[src/rtl/fuse_regbank_pkg.sv]
package fuse_regbank_pkg;
  localparam int AW     = 8;
  localparam int DW     = 32;
  localparam int N_EVT  = 16;
  localparam int N_TIM  = 5;
  localparam int TIM_W  = 8;

  localparam logic [DW-1:0] UNLOCK_KEY = 32'h0000_DF0D;
  localparam logic [DW-1:0] STAT_LIVE  = 32'h8000_7FFF;
  localparam logic [DW-1:0] MASK_INIT  = STAT_LIVE;

  localparam logic [AW-1:0] A_PROT    = 8'h00;
  localparam logic [AW-1:0] A_STAT    = 8'h04;
  localparam logic [AW-1:0] A_MASK    = 8'h08;
  localparam logic [AW-1:0] A_UNMASK  = 8'h0C;
  localparam logic [AW-1:0] A_MASKSET = 8'h10;
  localparam logic [AW-1:0] A_TIM0    = 8'h14;

  // event vector to status positions: low 15 events land on bits 14..0, top event on bit 31
  function automatic logic [DW-1:0] evt_to_stat(input logic [N_EVT-1:0] e);
    return {e[N_EVT-1], 16'b0, e[N_EVT-2:0]};
  endfunction

  function automatic logic [TIM_W-1:0] tim_reset(input int idx);
    case (idx)
      0:       return 8'h19;
      1:       return 8'hFF;
      2:       return 8'h11;
      3:       return 8'h3A;
      default: return 8'h16;
    endcase
  endfunction

  function automatic logic [DW-1:0] tim_addr(input int idx);
    return 32'(A_TIM0) + 32'(4 * idx);
  endfunction

  function automatic logic pending(input logic [DW-1:0] st, input logic [DW-1:0] mk);
    return |(st & ~mk);
  endfunction
endpackage

[src/rtl/regbank_lock.sv]
module regbank_lock
  import fuse_regbank_pkg::*;
(
  input  logic          clk,
  input  logic          rst_n,
  input  logic          prot_wr,
  input  logic [DW-1:0] wdata,
  output logic          locked
);
  logic key_match;
  assign key_match = (wdata == UNLOCK_KEY);

  always_ff @(posedge clk or negedge rst_n) begin
    if (!rst_n)       locked <= 1'b1;
    else if (prot_wr) locked <= !key_match;
  end

  p_key_unlocks_r1: assert property (@(posedge clk) disable iff (!rst_n)
    prot_wr |=> (locked == ($past(wdata) != UNLOCK_KEY)));

  p_hold_without_write_r1: assert property (@(posedge clk) disable iff (!rst_n)
    !prot_wr |=> $stable(locked));
endmodule

[src/rtl/regbank_irq.sv]
module regbank_irq
  import fuse_regbank_pkg::*;
(
  input  logic          clk,
  input  logic          rst_n,
  input  logic [DW-1:0] set_vec,
  input  logic [DW-1:0] clr_vec,
  input  logic [DW-1:0] unmask_vec,
  input  logic [DW-1:0] maskset_vec,
  output logic [DW-1:0] stat_q,
  output logic [DW-1:0] mask_q,
  output logic          irq_o
);
  logic [DW-1:0] set_eff, clr_eff, unm_eff, mset_eff;
  assign set_eff  = set_vec     & STAT_LIVE;
  assign clr_eff  = clr_vec     & STAT_LIVE;
  assign unm_eff  = unmask_vec  & STAT_LIVE;
  assign mset_eff = maskset_vec & STAT_LIVE;

  // set is OR-ed after the clear so a coincident event survives
  always_ff @(posedge clk or negedge rst_n) begin
    if (!rst_n) stat_q <= '0;
    else        stat_q <= (stat_q & ~clr_eff) | set_eff;
  end

  always_ff @(posedge clk or negedge rst_n) begin
    if (!rst_n) mask_q <= MASK_INIT;
    else        mask_q <= (mask_q & ~unm_eff) | mset_eff;
  end

  assign irq_o = pending(stat_q, mask_q);

  p_set_wins_r9: assert property (@(posedge clk) disable iff (!rst_n)
    1'b1 |=> ((stat_q & $past(set_eff)) == $past(set_eff)));

  p_sticky_r7: assert property (@(posedge clk) disable iff (!rst_n)
    (clr_eff == '0) |=> ((stat_q & $past(stat_q)) == $past(stat_q)));

  p_unmask_clears_r5: assert property (@(posedge clk) disable iff (!rst_n)
    (unm_eff != '0) |=> ((mask_q & $past(unm_eff)) == '0));

  p_maskset_sets_r5: assert property (@(posedge clk) disable iff (!rst_n)
    (mset_eff != '0) |=> ((mask_q & $past(mset_eff)) == $past(mset_eff)));

  p_rsvd_quiet_r3: assert property (@(posedge clk) disable iff (!rst_n)
    1'b1 |=> ((stat_q & ~STAT_LIVE) == '0));
endmodule

[src/rtl/regbank_timing.sv]
module regbank_timing
  import fuse_regbank_pkg::*;
#(
  parameter int N = N_TIM,
  parameter int W = TIM_W
)(
  input  logic                clk,
  input  logic                rst_n,
  input  logic [N-1:0]        wr_hot,
  input  logic [W-1:0]        wdata,
  output logic [N-1:0][W-1:0] q
);
  for (genvar g = 0; g < N; g++) begin : g_tim
    localparam logic [W-1:0] RST = W'(tim_reset(g));
    always_ff @(posedge clk or negedge rst_n) begin
      if (!rst_n)         q[g] <= RST;
      else if (wr_hot[g]) q[g] <= wdata;
    end

    p_only_own_write_r8: assert property (@(posedge clk) disable iff (!rst_n)
      !wr_hot[g] |=> $stable(q[g]));
  end
endmodule

[src/rtl/fuse_irq_regbank.sv]
module fuse_irq_regbank
  import fuse_regbank_pkg::*;
(
  input  logic          clk,
  input  logic          rst_n,
  input  logic          bus_wr_i,
  input  logic [AW-1:0] bus_addr_i,
  input  logic [DW-1:0] bus_wdata_i,
  output logic [DW-1:0] bus_rdata_o,
  input  logic [15:0]   evt_i,
  output logic          irq_o
);
  logic                      locked;
  logic                      wr_ok;
  logic                      hit_prot, hit_stat, hit_mask, hit_unm, hit_mset;
  logic [N_TIM-1:0]          hit_tim;
  logic [DW-1:0]             stat_q, mask_q;
  logic [N_TIM-1:0][TIM_W-1:0] tim_q;

  assign hit_prot = (bus_addr_i == A_PROT);
  assign hit_stat = (bus_addr_i == A_STAT);
  assign hit_mask = (bus_addr_i == A_MASK);
  assign hit_unm  = (bus_addr_i == A_UNMASK);
  assign hit_mset = (bus_addr_i == A_MASKSET);

  for (genvar g = 0; g < N_TIM; g++) begin : g_dec
    assign hit_tim[g] = (32'(bus_addr_i) == tim_addr(g));
  end

  // passcode gate: only the protect register bypasses it
  assign wr_ok = bus_wr_i && !locked;

  regbank_lock u_lock (
    .clk     (clk),
    .rst_n   (rst_n),
    .prot_wr (bus_wr_i && hit_prot),
    .wdata   (bus_wdata_i),
    .locked  (locked)
  );

  regbank_irq u_irq (
    .clk         (clk),
    .rst_n       (rst_n),
    .set_vec     (evt_to_stat(evt_i)),
    .clr_vec     ((wr_ok && hit_stat) ? bus_wdata_i : '0),
    .unmask_vec  ((wr_ok && hit_unm)  ? bus_wdata_i : '0),
    .maskset_vec ((wr_ok && hit_mset) ? bus_wdata_i : '0),
    .stat_q      (stat_q),
    .mask_q      (mask_q),
    .irq_o       (irq_o)
  );

  regbank_timing #(.N(N_TIM), .W(TIM_W)) u_tim (
    .clk    (clk),
    .rst_n  (rst_n),
    .wr_hot (wr_ok ? hit_tim : '0),
    .wdata  (bus_wdata_i[TIM_W-1:0]),
    .q      (tim_q)
  );

  always_comb begin
    bus_rdata_o = '0;
    if (hit_prot) bus_rdata_o = {31'b0, locked};
    if (hit_stat) bus_rdata_o = stat_q;
    if (hit_mask) bus_rdata_o = mask_q;
    for (int i = 0; i < N_TIM; i++)
      if (hit_tim[i]) bus_rdata_o = 32'(tim_q[i]);
  end

  p_locked_drop_r2: assert property (@(posedge clk) disable iff (!rst_n)
    (bus_wr_i && locked && !hit_prot) |=> ($stable(mask_q) && $stable(tim_q)));

  p_mask_not_direct_r4: assert property (@(posedge clk) disable iff (!rst_n)
    (bus_wr_i && hit_mask) |=> $stable(mask_q));

  p_stat_only_w1c_r7: assert property (@(posedge clk) disable iff (!rst_n)
    (!(bus_wr_i && hit_stat) && evt_i == '0) |=> $stable(stat_q));
endmodule

[config.mk]
export PLATFORM = sky130hd
export DESIGN_NAME = fuse_irq_regbank
export DESIGN_NICKNAME = d
export VERILOG_FILES = /design/src/rtl/fuse_regbank_pkg.sv /design/src/rtl/regbank_lock.sv /design/src/rtl/regbank_irq.sv /design/src/rtl/regbank_timing.sv /design/src/rtl/fuse_irq_regbank.sv
export SDC_FILE = /design/constraint.sdc
export NUM_CORES = 1
export LEC_CHECK = 0
export BUFFER_PORTS_ARGS = -buffer_cell sky130_fd_sc_hd__buf_2
export CORE_MARGIN = 2
export CORE_UTILIZATION = 30
export CTS_CLUSTER_SIZE = 14
export DETAILED_ROUTE_END_ITERATION = 8
export HOLD_SLACK_MARGIN = 0.05
export MAX_ROUTING_LAYER = met4
export PLACE_DENSITY = 0.46
export SLEW_MARGIN = 10
export SYNTH_ARGS = -nofsm -noshare
export SYNTH_HDL_FRONTEND = slang
export SYNTH_HIERARCHICAL = 1
export SYNTH_SLANG_ARGS = --single-unit
[constraint.sdc]
create_clock -name clk -period 1.6 [get_ports clk]
set_input_delay 0.08 -clock clk [delete_from_list [all_inputs] [get_ports clk]]
set_output_delay 0.08 -clock clk [all_outputs]
set_load 0.005 [all_outputs]
# After elaboration in Yosys (flattened, before gate mapping)
# Cells that the tools add are included.
# op_classes
eq_ne	10
n_mux	12
n_bitwise	8
reduce_logical	9
# op_table
cell	n
two-way mux 32 bit	10
AND 32 bit	3
NOT 32 bit	3
OR 32 bit	2
equality test 32 x 16 -> 1 bit (second input constant)	1
equality test 8 x 5 -> 1 bit (second input constant)	4
OR reduction 32 bit	1
equality test 8 x 4 -> 1 bit (second input constant)	2
equality test 8 x 6 -> 1 bit (second input constant)	2
equality test 8 x 3 -> 1 bit (second input constant)	1
zero test 8 bit	1
logical AND 1 bit	5
two-way mux 5 bit	1
zero test 1 bit	2
two-way mux 1 bit	1
# totals
ff_bits	105
in_bits	59
out_inout_bits	33
elab_cells	47

# Depth between registers and ports, before layout
# Gate-level depths: netlist of run 1.
# depth
word_depth	9
ltp_mapped	8
depth_no_buf	6

# Hierarchy
# The synthesis of run 1 kept the hierarchy.
# modules_own_cells
module	instances	cells_each	area_per_inst_um2	seq_area_each_um2
regbank_timing	1	85	1682.9	1026.0
fuse_irq_regbank	1	250	1632.8	0.0
regbank_irq	1	146	1555.2	820.8
regbank_lock	1	14	122.6	26.3

# Worst setup path after synthesis of run 1
# Ideal clock, no wire load.
# synth_timing
path_type	in2reg
from	in bus_addr_i[5]
to	reg u_tim/q[17] (netlist name)
setup_time_ns	0.125
arrival_ns	1.392
t_required_ns	1.475
slack_ns	0.083
path_stages	6
n_path_buf	2
path_cell_list	nor4b_2 -> nand2_1 -> buf_2 -> nor3_1 -> buf_6 -> mux2_4
# synth_via
elab_chain_len	2
# synth_rtl
item	line_no	source
start, declared	fuse_irq_regbank.sv:7	input logic [AW-1:0] bus_addr_i,
equality test 8 x 5 -> 1 bit	fuse_irq_regbank.sv:27	assign hit_tim[g] = (32'(bus_addr_i) == tim_addr(g));
two-way mux 5 bit	fuse_irq_regbank.sv:56	.wr_hot (wr_ok ? hit_tim : '0),
end signal, assigned by index	regbank_timing.sv:17	else if (wr_hot[g]) q[g] <= wdata;
end, declared	regbank_timing.sv:11	output logic [N-1:0][W-1:0] q
# Every way passes these cells.
# A chain may end at the register's enable or synchronous reset.

# Worst setup path in the final report of run 1
# layout_timing
from	reg u_irq.mask_q[8]
to	out irq_o
# layout_via
elab_chain_len	3
# layout_rtl
item	line_no	source
start, declared	regbank_irq.sv:11	output logic [DW-1:0] mask_q,
start signal, assigned	regbank_irq.sv:28	else mask_q <= (mask_q & ~unm_eff) | mset_eff;
NOT 32 bit	fuse_regbank_pkg.sv:39	return |(st & ~mk);
AND 32 bit	fuse_regbank_pkg.sv:39	
OR reduction 32 bit	fuse_regbank_pkg.sv:39	
end, declared	fuse_irq_regbank.sv:11	output logic irq_o
# Every way passes these cells.

==> results of run 1 <==
-- worst reg2reg max path: stages (launching register included) --
cell and delay (ns):
sky130_fd_sc_hd__dfstp_2 0.37, sky130_fd_sc_hd__buf_4 0.14, sky130_fd_sc_hd__nand3b_1 0.22, sky130_fd_sc_hd__nor2_1 0.19
sky130_fd_sc_hd__buf_4 0.22, sky130_fd_sc_hd__mux2_4 0.31
-- power breakdown --
part           total [mW]  internal [mW]  switching, mW
Combinational       0.526          0.265          0.261
Sequential           2.00           1.95         0.0482
Clock                2.11           1.33          0.777
Total                4.64           3.55           1.09
-- area by class of cell --
cell class              instances  area (um^2)
well taps                     188        235.2
repair buffers                147         1037
clock buffers                  14        274.0
clock inverters                 2        35.03
fillers                      1524         9081
flip-flops and latches         73         1873
inverters                      34        127.6
multi-input cells             313         2539
-- path summary, 6_finish.rpt --
check	startpoint	to	slack, ns	cells past startpoint
worst max-delay path	u_irq/mask_q[8]	irq_o	-0.13	5
worst min-delay path	bus_wdata_i[13]	u_irq/mask_q[13]	0.08	3
worst max register to register	u_lock/locked	u_tim/q[5]	0.04	5
worst min register to register	u_irq/stat_q[13]	u_irq/stat_q[13]	0.51	1
max in group asynchronous	rst_n	u_tim/q[34]	0.94	3
min in group asynchronous	rst_n	u_tim/q[21]	0.29	3
-- flip-flops by register name, summed over array words and instances, names as in the netlist --
signal and cells:
u_tim/q 40, u_irq/stat_q 16, u_lock/locked 1, u_irq/mask_q 16
-- metrics by stage --
step	setup slack, ns	TNS, ns	hold slack [ns]	instance area, um^2	util (%)
after floorplan	0.08256	0	-0.2156	4780	-
after global placement	-0.06401	-0.6193	0.1447	5413	35.60
after detailed placement	-0.05220	-0.6515	0.1463	5413	35.60
after CTS	-0.2062	-0.5470	0.07991	6015	39.56
after global routing	-0.2252	-0.7438	0.1057	6121	40.26
final	-0.1271	-0.2924	0.08162	6121	40.26
-- placed cells by master, fill, tap and decap left out, types with 4 or more instances in the layout --
master and n:
sky130_fd_sc_hd__a21o_1 27, sky130_fd_sc_hd__a21oi_1 8, sky130_fd_sc_hd__a22o_1 24, sky130_fd_sc_hd__a22oi_1 4, sky130_fd_sc_hd__a22oi_2 6, sky130_fd_sc_hd__and2_1 46, sky130_fd_sc_hd__buf_12 5, sky130_fd_sc_hd__buf_2 75
sky130_fd_sc_hd__buf_4 44, sky130_fd_sc_hd__clkbuf_16 9, sky130_fd_sc_hd__conb_1 32, sky130_fd_sc_hd__dfrtp_1 36, sky130_fd_sc_hd__dfstp_2 37, sky130_fd_sc_hd__dlygate4sd3_1 22, sky130_fd_sc_hd__inv_1 33, sky130_fd_sc_hd__mux2_4 42
sky130_fd_sc_hd__mux2i_1 9, sky130_fd_sc_hd__nand2_1 11, sky130_fd_sc_hd__nand2b_1 5, sky130_fd_sc_hd__nor2_1 13, sky130_fd_sc_hd__nor2_2 4, sky130_fd_sc_hd__nor2b_1 13, sky130_fd_sc_hd__nor3_1 7, sky130_fd_sc_hd__nor3_2 4
sky130_fd_sc_hd__o21bai_1 4
-- per-layer routing --
layer,vias to the layer above,GRT usage (%),part of all wire (%)
met5,-,-,0
met4,0,4.092,1.1
met3,10,2.703,3.8
met2,84,26.74,48
met1,1754,21.72,47
li1,1743,-,-
-- timing repair --
item                       CTS  global route
setup endpoints to repair    7            23
pin swaps                    5            10
buffers inserted             3             2
gates resized for setup     12            23
hold endpoints to repair    56             0
hold buffers                22             0
==> out/summary.md, run 1 <==
The run finished, with violations left. The final reports fail on negative setup slack. For the post-detailed-route count of antenna-violating nets, the log shows 0. Detailed placement finished with a half-perimeter wire length of 9.484 mm. The run gives -0.1271 ns as the final critical-path setup slack. Of the available clock period, the critical path in the final layout requires 107.9%. The logs give 20.29 mm for the wire length of the first global-routing pass and 4 for the first-pass iteration count of the detailed router.

The logs give 0 for the number of antenna violations at the first check in global routing and 3726 for the number of global-route vias before repair. The number of nets in the layout is 637, and the yosys synthesis warning count is 6. The first routing iteration left 151 violations. Routability-driven placement finished with a final weighted congestion of 0.8665. Number of port buffers: 75. The shortest period the worst path allows came out at 1.727 ns. For the number of standard cells after synthesis, the log shows 443. The critical path contains buffers and inverters numbering 3 combined. Class of the most critical setup path: flop to output port. 92 I/O pins were placed. The overall routing resource usage is 16.54%. For the number of CTS-inserted buffers, the log shows 9.

Timing would allow up to 0.5790 GHz. The maximum net fanout on the critical path is 2, and the mean instance size in the synthesized netlist is 10.53 um^2. The effective utilization at floorplan is 30.67%.

Class of the tightest hold or removal check: primary input to flop. The tools report the core box area as 15200 um^2. The repair_antennas step left the layout with diodes totalling 0. The largest individual stage delay along the critical path comes from the cell sky130_fd_sc_hd__dfstp_2.

Max-cap violations in this run came to 0. The run gives 3591 as the total number of vias. The tools report the number of sinks handled by clock tree synthesis as 73. The H-tree generated during clock tree synthesis spans 3 levels. On the worst path, the slowest cell contributes a delay of 0.53 ns. Root cell of the clock tree: sky130_fd_sc_hd__clkbuf_16.

The detailed-route vias per instance is 4.658, and the pin count of the biggest net entering global routing is 74. The filler-free cell count of the finished design was 771. The total overflow left after global routing is 0. Die extent in x: 128.7 um. Setup violations remaining at the end of the flow were counted as 4. The endpoint required time on the critical path came out at 1.52 ns. Setup repair after global routing could not meet its margin everywhere. The signed area change from the synthesized netlist to the final layout is 31.26%. Nature of the critical path endpoint: an output port. The leakage power was 2.723 nW; the number of buffers between clock root and the deepest sink was 2. In this design, the largest share of critical-path delay is due to flip-flops.

The design draws 4.641 mW. The floorplan die area came out at 16560 um^2. TritonCTS built the clock tree.

The tools report the count of final hold-check violations as 0. For the final database, setup skew stands at 0.003105 ns. In this run the core area contains 45 standard-cell rows.

After clock tree synthesis, the clock-pin slew on the worst setup and hold paths is 0.06 ns. In this run the vertical extent of the chip is 128.7 um. After synthesis the cells add up to 4663 um^2. For the maximum VDD drop, the log shows 587.1 uV.

In the final layout, the share of cells above drive strength 1 is 44.60%. The routed wire length per instance is 17.01 um, and the clock latency on the worst-skew pair is 0.33 ns. Total power per unit cell area: 758.2 nW/um^2.

The logs give 13.12 mm for the total routed wirelength and 0 for the max-slew violation count. Once placement completed, the tool counted placed cells totaling 728. Traced cell by cell, the critical path runs through inv_2 > a2111oi_4 > buf_4 > nand4_1 > buf_2.

At the worst endpoint, the arrival time is 1.65 ns. STA classifies the critical path startpoint as a flop. The remaining routing DRC violations came out at 0.
Note: power is estimated with default switching activity, not from simulation.
==> run 2: changes to the inputs <==
--- a/config.mk
+++ b/config.mk
@@ -12,7 +12,8 @@
 export DETAILED_ROUTE_END_ITERATION = 8
 export HOLD_SLACK_MARGIN = 0.05
 export MAX_ROUTING_LAYER = met4
-export PLACE_DENSITY = 0.46
+export PLACE_DENSITY = 0.44
+export SETUP_SLACK_MARGIN = 0.02
 export SLEW_MARGIN = 10
 export SYNTH_ARGS = -nofsm -noshare
 export SYNTH_HDL_FRONTEND = slang
==> constraint.sdc (replaced) <==
create_clock -name clk -period 2.2 [get_ports clk]
set_input_delay 0.11 -clock clk [delete_from_list [all_inputs] [get_ports clk]]
set_output_delay 0.11 -clock clk [all_outputs]
set_load 0.005 [all_outputs]
==> run 2 against run 1 <==
Compared with the run above:
- the flow now finishes without violations
- clock power down 35%
- critical path depth decreased by 1
- power down 32%
- wire length shrank 4.1%
- design area is 8.7% lower
- critical endpoint unchanged
- highest routed layer unchanged
==> out/summary.md, run 2 (synthesis results as in run 1) <==
The number of setup buffers added after CTS is 0. The area growth from synthesis to layout is 19.88%. The number of nets in the layout is 598, and the pin count of the biggest net entering global routing is 74. The switching power was 0.7557 mW.

For this run, the share of the core covered by cells in the final layout is 36.77%. Buffers inserted during clock tree synthesis total 9. The remaining global-route overflow was 0. The number of global-route vias before repair is 3378, and the routed wire length per instance is 17.19 um. Total power for the finished layout comes to 3.157 mW. Dividing the detail-routed via count by the number of cells gives 4.695. The routed design has 12.58 mm of wire. Leaving out fill and tap cells, the most frequent cell in the layout is sky130_fd_sc_hd__buf_2. In the final timing run, aggregate negative setup slack is 0 ns. For the count of final hold-check violations, the log shows 0. The first detailed-routing pass ran for 4 iterations. The detail route stage leaves a number of antenna-violating nets equal to 0. Class of the most critical setup path: flop to output port.

Combined area of the multi-input logic cells: 2401 um^2. The transition time at the pin with the least slew margin was 0.4907 ns; the effective utilization at floorplan was 30.67%. STA classifies the critical path startpoint as a flop. The cell area after placement is 5145 um^2. The flow ran to the end, and the final reports show no timing, DRC or antenna violations. VDD sags by at most 525.1 uV. The startpoint identified for the worst register-to-register timing path is u_lock/locked. The register with the most flip-flops in the final layout is u_tim/q. The register with the most flip-flops in the layout has 40 of them. The top cell types in the final layout, fill and taps aside, are 75 x sky130_fd_sc_hd__buf_2, 46 x sky130_fd_sc_hd__and2_1, 40 x sky130_fd_sc_hd__mux2_4, 37 x sky130_fd_sc_hd__dfstp_2, 36 x sky130_fd_sc_hd__dfrtp_1. Row generation in the floorplan step produced 45 rows. Between clock sinks in the finished design, the worst skew comes to 0.007659 ns.

The congestion estimate from routability-driven global placement came to 0.8538. The count of buffers added on input and output ports is 75. The tools report the placement-stage worst setup slack as 0.4088 ns. After the first detailed-routing iteration, the DRC count stood at 267. The logs give 699 for the number of instances in the placed design and 46.1% for the part of the power in registers. The first global-routing pass estimated 19.67 mm of wire.

The wire-length estimate of the detail-placed layout is 9.020 mm. Startpoint of the most critical hold path: bus_wdata_i[8]. After floorplanning, the core was sized to cover 15200 um^2.

The final critical-path setup slack is 0.3225 ns. The root cell of the clock tree is sky130_fd_sc_hd__clkbuf_16. The final count of negative-setup-slack endpoints is 0, and the maximum frequency from static timing analysis is 0.5326 GHz.

The start point of the critical path was u_irq/mask_q[8]. The layout filler cell count was 1546; the leakage power was 2.486 nW. The post-route netlist has 36.58% of its cells at a drive strength greater than 1. The run gives 1.77 ns as the critical path data arrival time.

The number of antenna violations at the first check in global routing was 0; the die extent in x was 128.7 um. Once layout is done, the placed cells without fillers occupy 5590 um^2. The fraction of the cycle the final worst path needs was 85.34%. The number of sinks handled by clock tree synthesis is 73, and the number of buffers between clock root and the deepest sink is 2. The tools report the endpoint required time on the critical path as 2.09 ns. Of all nets on the critical path, the largest fanout is 2. CTS built an H-tree with a depth of 3. Per report_power, the combinational group accounts for 10.6% of the total. The worst-case hold slack is 0.06578 ns, and the die height is 128.7 um. Setup repair after global routing left no endpoint under its margin. The routed layout has 3437 vias.

The tool flagged a number of max-cap violations equal to 0. In this run switching power makes up 23.94% of total power. Global routing consumed, over all layers together, 16.42% of the routing resources. 92 I/O pins were placed.

Clock latency on the worst-skew pair: 0.34 ns. The total power per unit cell area works out to 564.7 nW/um^2. Share of power burned in the clock network: 43.4%. The class of the tightest hold or removal check is primary input to flop.

The worst setup path is captured at an output port. TritonCTS built the clock tree. The max-slew violation count is 0, and the cell-internal power is 2.401 mW. After the flow finishes, the layout carries non-filler instances totaling 732.

The largest registers in the layout are u_tim/q: 40 flops, u_irq/mask_q: 16 flops, u_irq/stat_q: 16 flops. Floorplan die area: 16560 um^2. Measured against its own limit, the worst slew margin works out to 66.98%.

Post-CTS repair changed the size of 0 cells. Registers take 1873 um^2. The routed design could run at a clock period as short as 1.878 ns. After clock tree synthesis, the clock-pin slew on the worst setup and hold paths is 0.05 ns. The number of antenna repair diodes is 0, and the remaining routing DRC violations is 0.
-- run 2: area by class of cell --
class	count	area share (%)
tap	188	4.208
inverter	34	2.283
timing repair buffer	108	12.13
clock buffer	13	4.655
clock inverter	3	0.2686
sequential	73	33.50
multi-input combinational	313	42.95
-- run 2: what timing repair did --
action                                  CTS  global route
hold buffers                             17             0
endpoints found under the setup margin    0             0
hold endpoints to repair                 52             0
-- run 2: worst paths after layout --
path / to / slack, ns / cells past startpoint
max: irq_o / 0.32 / 4
min: u_irq/mask_q[8] / 0.07 / 3
max reg2reg: u_tim/q[39] / 0.63 / 4
min reg2reg: u_irq/mask_q[8] / 0.50 / 2
max in group asynchronous: u_irq/mask_q[12] / 1.49 / 3
min in group asynchronous: u_tim/q[1] / 0.32 / 3
-- run 2: layer usage --
| layer | wire length, um | GRT usage (%) | vias up |
|---|---|---|---|
| met5 | 0 | - | - |
| met4 | 99 | 3.069 | 0 |
| met3 | 787 | 4.033 | 6 |
| met2 | 5639 | 24.90 | 117 |
| met1 | 6056 | 22.51 | 1646 |
| li1 | - | - | 1668 |
-- run 2: worst max-delay path, cell delays in order (launching register included) --
cell and delay [ns]:
sky130_fd_sc_hd__dfstp_2 0.52, sky130_fd_sc_hd__inv_1 0.05, sky130_fd_sc_hd__a2111oi_1 0.51, sky130_fd_sc_hd__nand4_1 0.18, sky130_fd_sc_hd__buf_2 0.17
-- run 2: power by group through the flow --
stage                     combinational [mW]  sequential, mW  clock [mW]
after floorplan                        0.196            1.46           0
after global placement                 0.313            1.47           0
after detailed placement               0.315            1.47           0
after CTS                              0.340            1.45        1.42
after global routing                   0.370            1.46        1.48
final                                  0.334            1.45        1.37
==> run 3: changes to the inputs <==
--- a/config.mk
+++ b/config.mk
@@ -7,12 +7,12 @@
 export LEC_CHECK = 0
 export BUFFER_PORTS_ARGS = -buffer_cell sky130_fd_sc_hd__buf_2
 export CORE_MARGIN = 2
-export CORE_UTILIZATION = 30
+export CORE_UTILIZATION = 50
 export CTS_CLUSTER_SIZE = 14
 export DETAILED_ROUTE_END_ITERATION = 8
 export HOLD_SLACK_MARGIN = 0.05
 export MAX_ROUTING_LAYER = met4
-export PLACE_DENSITY = 0.44
+export PLACE_DENSITY = 0.69
 export SETUP_SLACK_MARGIN = 0.02
 export SLEW_MARGIN = 10
 export SYNTH_ARGS = -nofsm -noshare
==> run 3 against run 2 <==
Compared with the run above:
- flip-flop and latch count unchanged
- die area fell by 39%
- non-clock buffer count grew 6
- worst setup slack worse by 0.081 ns
- global-route usage increased by 7.4 points
- power is 9.3% lower
- sequential share of layout area rose by 0.70 points
- wire length is 11% lower
- design area shrank 2.0%
- utilization rose by 23 points
- first-iteration DRC count is 67% lower
- largest cell class unchanged
- largest power group unchanged
==> out/summary.md, run 3 (synthesis results as in run 1) <==
The longest clock path from root to sink contains 2 buffers. For the number of sinks handled by clock tree synthesis, the log shows 73. In the final layout, the registers with the most flip-flops are u_tim/q: 40 flops, u_irq/mask_q: 16 flops, u_irq/stat_q: 16 flops.

After clock tree synthesis, the clock-pin slew on the worst setup and hold paths is 0.08 ns. The register with the most flip-flops in the layout has 40 of them. After detailed routing, the total wire length is 11.20 mm. For this run the aggregate overflow at the end of global routing stands at 0.

The tools report the reg-to-reg critical path endpoint as u_irq/mask_q[13]. The worst setup path is of the flop to output port kind. Worst-case hold slack: 0.07256 ns. The first global-routing pass estimated 18.01 mm of wire. The number of buffers inserted to repair setup after CTS is 0, and the number of nets in the layout is 604. The worst hold path belongs to the class primary input to flop.

The tools report the number of antenna violations at the first check in global routing as 0. The number of instances in the placed design was 624; the total number of vias was 3510. The shortest period the worst path allows works out to 1.958 ns. The cell count of the worst hold path was 3; the pin count of the biggest net entering global routing was 33.

For flop-to-flop paths, the worst setup slack is 0.60 ns. The startpoint identified for the worst register-to-register timing path is u_lock/locked. After the first detailed-routing iteration, the DRC count stood at 88. The signed area change from the synthesized netlist to the final layout is 17.44%, and the core box area is 9153 um^2. The fraction of layout instances using a drive strength above 1 came out at 36.91%. In the layout the commonest cells are 75 x sky130_fd_sc_hd__buf_2, 46 x sky130_fd_sc_hd__and2_1, 40 x sky130_fd_sc_hd__mux2_4, 37 x sky130_fd_sc_hd__dfstp_2, 36 x sky130_fd_sc_hd__dfrtp_1.

Fill cells in the final layout number 769. At the worst endpoint, the required time is 2.09 ns. The worst hold path begins at bus_wdata_i[8].

TritonCTS built the clock tree. In the routed design, unresolved DRC markers number 0. Routed wire length per instance: 16.94 um. Setup repair after global routing left no endpoint under its margin. The worst setup path is launched from a flop. For the pin with the worst max-slew slack, the measured transition is 0.7746 ns. The initialized floorplan defines 35 standard-cell rows. The die height is 100.6 um, and the maximum net fanout on the critical path is 2. The total power per unit cell area came out at 523.1 nW/um^2.

The effective utilization at floorplan was 50.95%; the setup total negative slack was 0 ns. For the count of final hold-check violations, the log shows 0. Leaving out fill and tap cells, the most frequent cell in the layout is sky130_fd_sc_hd__buf_2. The die extent in x is 100.6 um.

VDD sags by at most 514.0 uV. For this design the top-level I/O count stands at 92. The detailed-route vias per instance is 5.310. More flip-flops sit in one register than any other, and that register is u_tim/q. The weighted congestion at the end of routability-driven global placement came out at 0.8683. The tools report the max-slew violation count as 0. Maximum frequency from static timing analysis: 0.5107 GHz.

The half-perimeter wire length after detailed placement is 7.978 mm, and the worst setup skew after layout is 0.004348 ns. The number of max-cap violations was 0. The nature of the critical path endpoint was an output port. The number of port buffers works out to 75. STA puts the critical path data arrival time at 1.85 ns. Floorplan die area: 10120 um^2. The post-detailed-route count of antenna-violating nets was 0; the number of CTS-inserted buffers was 9. For the worst flop-to-flop path, the logic depth is 5.

The first TritonRoute pass finished after 4 iterations. The fraction of the cycle the final worst path needs was 89.01%. The run finished with clean final reports.

The number of global-route vias before repair was 3563; the final count of negative-setup-slack endpoints was 0. The run gives 0.35 ns as the clock latency on the worst-skew pair. For the worst relative slew slack, the log shows 48.36%.

The worst hold path terminates at u_irq/mask_q[8]. The overall routing resource usage was 23.83%; the number of antenna repair diodes was 0. CTS placed an instance of sky130_fd_sc_hd__clkbuf_8 at the clock tree root.

The leakage power came out at 2.468 nW. Number of levels in the clock H-tree: 3. The filler-free cell count of the finished design is 661.
run 3: changes by cell type in the layout (fill, tap and decap cells not counted), sizes merged:
cell / previous run / this run
buf: 91 / 93
bufinv: 0 / 1
clkbuf: 13 / 9
clkinv: 3 / 1
clkinvlp: 0 / 3
dlygate4sd3: 17 / 21
inv: 34 / 36
run 3: worst max-delay path by stage:
stage	start	slack (ns)	endpoint	cells after the start
floorplan	bus_addr_i[5]	0.65	u_tim/q[17]	6
global placement	bus_addr_i[5]	0.32	u_tim/q[8]	6
detailed placement	bus_addr_i[5]	0.33	u_tim/q[12]	6
CTS	u_irq/mask_q[8]	0.23	irq_o	4
global route	u_irq/mask_q[8]	0.18	irq_o	4
finish	u_irq/mask_q[8]	0.24	irq_o	4
run 3: metrics by stage:
| stage | worst slack, ns | power (mW) | area, um^2 | util [%] |
|---|---|---|---|---|
| finish | 0.2417 | 2.865 | 5477 | 59.84 |
| CTS | 0.2303 | 2.899 | 5477 | 59.84 |
| floorplan | 0.6526 | 1.661 | 4780 | - |
| detailed placement | 0.3279 | 1.780 | 5064 | 55.32 |
| global route | 0.1787 | 2.991 | 5477 | 59.84 |
| global placement | 0.3210 | 1.773 | 5064 | 55.32 |
run 3: final cells by class:
class	count	area, um^2	share of cell area (%)
repair buffers	114	733.2	13.39
clock inverters	7	78.83	1.439
multi-input cells	313	2401	43.84
flip-flops and latches	73	1873	34.20
well taps	111	138.9	2.536
inverters	34	127.6	2.330
clock buffers	9	123.9	2.262
run 3: repair_timing:
| action | in CTS | in global routing |
|---|---|---|
| hold buffers | 21 | 0 |
| endpoints found under the hold margin | 38 | 0 |
| resized for setup | 0 | 0 |
run 3: routing by layer:
metal	vias to the layer above	part of all wire (%)	wire (um)	global-route usage (%)
met5	-	0	0	-
met3	14	5.2	582	3.814
met1	1700	47	5275	30.42
met4	0	1.7	189	9.484
li1	1686	-	-	-
met2	110	46	5149	38.15
run 3: power breakdown:
group	internal (mW)	switching, mW
registers	1.42	0.0331
logic	0.167	0.169
clock network	0.533	0.544
run 3: critical path, cell delays in order, from the launching register on:
cell and delay [ns]:
sky130_fd_sc_hd__dfstp_2 0.54, sky130_fd_sc_hd__inv_1 0.05, sky130_fd_sc_hd__a2111oi_1 0.57, sky130_fd_sc_hd__nand4_1 0.18
sky130_fd_sc_hd__buf_2 0.16
